--- src/rtl/cif_pkg.sv ---
package cif_pkg;
  // Modular lane arithmetic shared by the rotation logic.
  function automatic int wrap_add(input int a, input int b, input int n);
    return (a + b) % n;
  endfunction
endpackage

--- src/rtl/cif_lane_rotate.sv ---
module cif_lane_rotate #(
  parameter int LANES = 16,
  parameter int WARPS = 16,
  localparam int WID_W  = $clog2(WARPS),
  localparam int LIDX_W = $clog2(LANES)
) (
  input  logic [LANES-1:0] mask_i,
  input  logic [WID_W-1:0] wid_i,
  output logic [LANES-1:0] mask_o
);
  // thread t of warp w drives physical lane (t + w) mod LANES
  always_comb begin
    mask_o = '0;
    for (int t = 0; t < LANES; t++) begin
      logic [LIDX_W-1:0] lane;
      lane = LIDX_W'(cif_pkg::wrap_add(t, int'(wid_i) % LANES, LANES));
      mask_o[lane] = mask_i[t];
    end
  end
endmodule

--- src/rtl/cif_mask_store.sv ---
module cif_mask_store #(
  parameter int WARPS = 16,
  parameter int LANES = 16,
  localparam int WID_W = $clog2(WARPS)
) (
  input  logic                   clk,
  input  logic                   rst_n,
  input  logic                   wr_en_i,
  input  logic [WID_W-1:0]       wr_wid_i,
  input  logic [LANES-1:0]       wr_mask_i,
  output logic [WARPS*LANES-1:0] phys_masks_o
);
  logic [LANES-1:0] wr_phys;

  cif_lane_rotate #(.LANES(LANES), .WARPS(WARPS)) u_wr_rot (
    .mask_i (wr_mask_i),
    .wid_i  (wr_wid_i),
    .mask_o (wr_phys)
  );

  for (genvar w = 0; w < WARPS; w++) begin : g_entry
    logic             ce;
    logic [LANES-1:0] q;
    assign ce = wr_en_i && (wr_wid_i == WID_W'(w));
    always_ff @(posedge clk or negedge rst_n) begin
      if (!rst_n)  q <= '0;
      else if (ce) q <= wr_phys;
    end
    assign phys_masks_o[w*LANES +: LANES] = q;
  end
endmodule

--- src/rtl/cif_set_search.sv ---
module cif_set_search #(
  parameter int WARPS = 16,
  parameter int LANES = 16,
  parameter int WAYS  = 4,
  localparam int WID_W    = $clog2(WARPS),
  localparam int SET_BITS = $clog2(WAYS)
) (
  input  logic [WARPS*LANES-1:0] phys_masks_i,
  input  logic [WARPS-1:0]       ready_i,
  input  logic [WID_W-1:0]       prim_wid_i,
  input  logic [LANES-1:0]       prim_phys_i,
  output logic                   hit_o,
  output logic [WID_W-1:0]       hit_wid_o,
  output logic [LANES-1:0]       hit_mask_o
);
  logic [WAYS-1:0]        compat;
  logic [WID_W-1:0]       cand  [WAYS];
  logic [LANES-1:0]       cmask [WAYS];

  // one comparator per way of the primary's group
  for (genvar w = 0; w < WAYS; w++) begin : g_way
    assign cand[w]   = {prim_wid_i[WID_W-1:SET_BITS], SET_BITS'(w)};
    assign cmask[w]  = phys_masks_i[cand[w]*LANES +: LANES];
    assign compat[w] = ready_i[cand[w]] && (cand[w] != prim_wid_i) &&
                       ((cmask[w] & prim_phys_i) == '0);
  end

  // lowest way, hence lowest warp index, wins
  always_comb begin
    hit_o      = 1'b0;
    hit_wid_o  = '0;
    hit_mask_o = '0;
    for (int w = WAYS - 1; w >= 0; w--) begin
      if (compat[w]) begin
        hit_o      = 1'b1;
        hit_wid_o  = cand[w];
        hit_mask_o = cmask[w];
      end
    end
  end
endmodule

--- src/rtl/cif_coissue_finder.sv ---
module cif_coissue_finder #(
  parameter int WARPS = 16,
  parameter int LANES = 16,
  parameter int WAYS  = 4,
  localparam int WID_W = $clog2(WARPS)
) (
  input  logic             clk,
  input  logic             rst_n,
  input  logic             wr_en_i,
  input  logic [WID_W-1:0] wr_wid_i,
  input  logic [LANES-1:0] wr_mask_i,
  input  logic [WARPS-1:0] ready_i,
  input  logic             prim_valid_i,
  input  logic [WID_W-1:0] prim_wid_i,
  input  logic [LANES-1:0] prim_mask_i,
  output logic             issue_valid_o,
  output logic             sec_valid_o,
  output logic [WID_W-1:0] sec_wid_o,
  output logic [LANES-1:0] lane_en_o,
  output logic [LANES-1:0] lane_src_o
);
  logic [WARPS*LANES-1:0] phys_masks;
  logic [LANES-1:0]       prim_phys;
  logic                   hit;
  logic [WID_W-1:0]       hit_wid;
  logic [LANES-1:0]       hit_mask;

  logic             issue_n, sec_n;
  logic [WID_W-1:0] wid_n;
  logic [LANES-1:0] en_n, src_n;

  cif_mask_store #(.WARPS(WARPS), .LANES(LANES)) u_store (
    .clk          (clk),
    .rst_n        (rst_n),
    .wr_en_i      (wr_en_i),
    .wr_wid_i     (wr_wid_i),
    .wr_mask_i    (wr_mask_i),
    .phys_masks_o (phys_masks)
  );

  cif_lane_rotate #(.LANES(LANES), .WARPS(WARPS)) u_prim_rot (
    .mask_i (prim_mask_i),
    .wid_i  (prim_wid_i),
    .mask_o (prim_phys)
  );

  cif_set_search #(.WARPS(WARPS), .LANES(LANES), .WAYS(WAYS)) u_search (
    .phys_masks_i (phys_masks),
    .ready_i      (ready_i),
    .prim_wid_i   (prim_wid_i),
    .prim_phys_i  (prim_phys),
    .hit_o        (hit),
    .hit_wid_o    (hit_wid),
    .hit_mask_o   (hit_mask)
  );

  always_comb begin
    issue_n = prim_valid_i;
    sec_n   = prim_valid_i && hit;
    wid_n   = sec_n ? hit_wid : '0;
    src_n   = sec_n ? hit_mask : '0;
    en_n    = prim_valid_i ? (prim_phys | src_n) : '0;
  end

  always_ff @(posedge clk or negedge rst_n) begin
    if (!rst_n) begin
      issue_valid_o <= 1'b0;
      sec_valid_o   <= 1'b0;
      sec_wid_o     <= '0;
      lane_en_o     <= '0;
      lane_src_o    <= '0;
    end else begin
      issue_valid_o <= issue_n;
      sec_valid_o   <= sec_n;
      sec_wid_o     <= wid_n;
      lane_en_o     <= en_n;
      lane_src_o    <= src_n;
    end
  end
endmodule

--- config.mk ---
export PLATFORM = sky130hd
export DESIGN_NAME = cif_coissue_finder
export DESIGN_NICKNAME = d
export VERILOG_FILES = /design/src/rtl/cif_pkg.sv /design/src/rtl/cif_lane_rotate.sv /design/src/rtl/cif_mask_store.sv /design/src/rtl/cif_set_search.sv /design/src/rtl/cif_coissue_finder.sv
export SDC_FILE = /design/constraint.sdc
export NUM_CORES = 1
export LEC_CHECK = 0
export CAP_MARGIN = 10
export CORE_UTILIZATION = 25
export CTS_BUF_LIST = sky130_fd_sc_hd__clkbuf_4 sky130_fd_sc_hd__clkbuf_8
export DETAILED_ROUTE_END_ITERATION = 10
export HOLD_SLACK_MARGIN = 0.1
export SLEW_MARGIN = 40
export SYNTH_ARGS = -nofsm -noshare
export SYNTH_HDL_FRONTEND = slang
export SYNTH_SLANG_ARGS = --single-unit
--- constraint.sdc ---
create_clock -name clk -period 3.4 [get_ports clk]
set_clock_uncertainty 0.05 [all_clocks]
set_input_delay 0.68 -clock clk [delete_from_list [all_inputs] [get_ports clk]]
set_output_delay 0.68 -clock clk [all_outputs]
set_load 0.005 [all_outputs]
==> results.py <==
metrics = {
    "synth": {
        "syn-num-nets": 2385,
        "ys_types": 100,
        "seq_area_frac_synth_pct": 36.4,
        "ys_async_sr_fraction_pct": 100,
        "ys_top_cells_by_area": "dfrtp_1 36%, nand2_1 6.4%, o21ai_0 6.1%",
        "synthCells": 2315,
        "synth_edf_count": 0,
        "ys.flop_type": "dfrtp_1",
        "ys_ff_latch": 294,
        "synth.avg_cell_area_sq_um": 8.73,
        "ys_warn_count": 0,
        "netlist.area_leader.share_pct": 36.4,
        "synth_area_leader_cell": "dfrtp_1",
        "syn_area_sq_um": 20200,
    },
    "critical_path": {
        "crit_type": "input pin to register",
        "cp-start-kind": "input pin",
        "crit_top_cell": "buf_6",
        "required_ps": 3840,
        "path_cells": "buf_12, inv_8, ha_4, buf_6, or3b_4, a211o_1, a221o_1, a22oi_2, buf_6, a2bb2o_1, a2111oi_4, buf_4, nand3b_1, o21a_1, a2111oi_2, a211oi_1",
        "cpMaxStageDelayCell": "or3b_4",
        "crit_path_end_kind": "register",
        "arrival_ps": 4290,
        "cpPeakStageDelay_ps": 370,
        "path_max_fanout": 5,
        "r2r_cells": 12,
        "rr_startpoint": "u_store.g_entry[3].q[1]",
        "reg2reg_slack_ps": 190,
        "r2r-end": "lane_en_o[11]",
    },
    "placement": {
        "pre_cts_slack_ps": -1510,
        "dpl.cell_count": 3922,
        "finalWeightedCongestion": 1.03,
        "dp_hpwl_um": 75700,
        "placed_area_sq_um": 27200,
        "port-buffer-count": 97,
    },
    "cts": {
        "ctsRootBufferMaster": "clkbuf_8",
        "cts_buffers": 49,
        "clk_pin_slew_worst_paths_ps": 60,
        "numClockSinks": 294,
        "htreeDepth": 2,
        "clk_latency_ps": 640,
        "cts_max_path_buffers": 3,
        "cts_tree": "done",
    },
    "global_routing": {
        "antenna_found_initial": 1,
        "grt_pass1_wl_um": 147000,
        "grt_use_total_pct": 23.6,
        "grt_pass1_vias": 22112,
        "grt_max_degree": 77,
        "overflow": 0,
    },
    "floorplan": {
        "io_pins": 98,
        "start_util_pct": 25.4,
        "die_w_um": 286,
        "placementRows": 103,
        "core_sq_um": 79500,
        "chipHeight_um": 286,
        "die_area_sq_um": 82000,
    },
    "worst_hold_path": {
        "worstHoldPathCells": 2,
        "hp-start": "u_store.g_entry[13].q[15]",
        "min_path_type": "register to register",
        "holdPathEnd": "u_store.g_entry[13].q[15]",
    },
    "drt": {
        "initialDrtViolationCount": 2430,
        "vias": 22407,
        "ant_nets": 0,
        "routed_via_density": 5.57,
        "wl_per_cell_um": 24.5,
        "drt-total-wl_um": 98500,
        "drc": 0,
        "drt-pass1-iter-count": 5,
    },
    "power_and_ir_drop": {
        "p_per_area_nw_per_um2": 497,
        "p_leak_nw": 12.4,
        "irDropWorstVdd_uv": 301,
    },
    "layout": {
        "area_growth_syn_to_layout_pct": 43.6,
        "design_area_sq_um": 29000,
        "stdcell_count": 4026,
        "post_route_cells_drive_above_1_share_pct": 34.8,
        "diodes": 0,
        "layout.nets": 3009,
    },
    "timing": {
        "holdWs_ps": 419,
        "drv_slew": 0,
        "min_period_ps": 3850,
        "period_share_pct": 113,
        "max_freq_mhz": 260,
        "rsz0062_at_grt": "true",
        "relSlewSlack_pct": 55.4,
        "hold_viol": 0,
        "worst_pin_slew_ps": 666,
        "fin_ws_ps": -452,
        "setup_viol": 37,
    },
    "job": {
        "max_cap_viol_count": 0,
    },
    "status": {
        "status": "finished with violations",
        "violations": "setup timing",
    },
}
-- power breakdown --
part           switching [W]  internal [W]  total, W
logic                0.00319       0.00275   0.00593
clock network        0.00151       0.00215   0.00366
registers           0.000444       0.00440   0.00484
total                0.00514       0.00929    0.0144
-- stage by stage --
step	utilization (%)	setup TNS, ps	power [W]
after detailed placement	34.2	-170780	0.0104
after global routing	36.5	-15440	0.0151
final	36.5	-12650	0.0144
after CTS	35.9	-11470	0.0142
after global placement	34.2	-162980	0.0104
after floorplan	-	-30460	0.00746
-- cell families (layout without fill, tap and decap cells) --
logic type	Yosys count	count (layout)	synth area share, %
adder cells (fa/ha/maj)	10	10	0.619
AND/OR/NAND/NOR	827	827	19.9
multiplexers	127	127	10.3
buffers and inverters	263	924	6.19
flip-flops	294	294	36.4
XOR/XNOR	21	21	1.21
AO/OA/AOI/OAI	773	773	25.4
-- worst max-delay path by stage --
| stage | from | cells past startpoint | slack, ps | end |
|---|---|---|---|---|
| 6_report | prim_wid_i[2] | 16 | -450 | lane_en_o[11] |
| 3_3_place_gp | prim_wid_i[2] | 14 | -1460 | lane_en_o[5] |
| 4_1_cts | prim_wid_i[1] | 18 | -390 | lane_en_o[5] |
| 3_5_place_dp | prim_wid_i[2] | 14 | -1510 | lane_en_o[3] |
| 5_1_grt | prim_wid_i[2] | 16 | -550 | lane_en_o[11] |
| 2_1_floorplan | prim_wid_i[2] | 19 | -870 | lane_en_o[14] |
-- synthesized netlist by cell type (9+ instances only) --
cell type	instances
nor3_1	55
o211ai_1	33
a21oi_1	129
inv_1	41
xnor2_1	10
and3_1	12
mux4_2	54
dfrtp_1	294
nand2b_1	42
a211oi_1	27
o31ai_1	22
a22oi_1	22
o221ai_1	10
nand3_1	68
buf_6	11
nand3b_1	11
a2111oi_0	11
a32o_1	11
clkbuf_1	142
nor2_1	142
a22o_1	9
buf_2	42
a31oi_1	33
a311oi_1	9
o21a_1	10
a221o_1	13
o32ai_1	25
o21ai_0	247
ha_1	10
a221oi_1	23
and2_1	14
nor3b_1	15
a32oi_1	25
mux2i_1	19
o22ai_1	30
mux2_2	49
nor4_1	10
nor2b_1	19
or3_1	10
buf_4	14
nand2_1	347
nand4_1	15
or2_2	15
-- area by class of cell --
class	instances	area (sq um)
Clock buffer	75	932
Fill cell	8146	50500
Sequential cell	294	7360
Tap cell	1050	1310
Inverter	43	176
Multi-Input combinational cell	1758	12200
Timing Repair Buffer	793	6810
Clock inverter	13	218
-- critical path, delay by kind of cell --
kind / cells / cell delay (ps)
fa+ha+maj: 1 / 200
compound gates: 8 / 2230
buf+inv: 5 / 660
simple gates: 2 / 500
-- registers in the layout (all words and copies together), names as in the netlist --
register,flops
sec_valid_o,1
lane_src_o,16
sec_wid_o,4
u_store.g_entry.q,256
issue_valid_o,1
lane_en_o,16
-- placed cells by master (no fill, tap or decap), types with 30 or more instances in the layout --
cell             instances
nand2_1                339
nand3_1                 66
nand2b_1                41
clkbuf_8                59
a31oi_1                 33
dfrtp_1                294
buf_4                  637
o21ai_0                239
nor3_1                  49
a21oi_1                119
inv_1                   38
mux2_2                  49
o22ai_1                 30
buf_12                  41
nor2_1                 137
clkdlybuf4s50_1         87
mux4_2                  54
o211ai_1                33
-- repair_timing --
| action | CTS | global route |
|---|---|---|
| gates cloned | 1 | 3 |
| setup buffers | 2 | 9 |
| hold buffers | 1 | 0 |
| gates resized for setup | 57 | 76 |
| endpoints found under the hold margin | 71 | 0 |
| setup endpoints to repair | 44 | 169 |
| pin swaps | 21 | 30 |
-- routing by layer --
layer  share of wire, %  global-route usage [%]  vias up
met4                5.3                    11.1        0
met5                  0                       0        -
met2                 45                    37.6     1215
met1                 42                    31.5    10959
li1                   -                       -     9930
met3                7.8                    3.26      303
No activity file was read; power rests on OpenSTA's default activity.
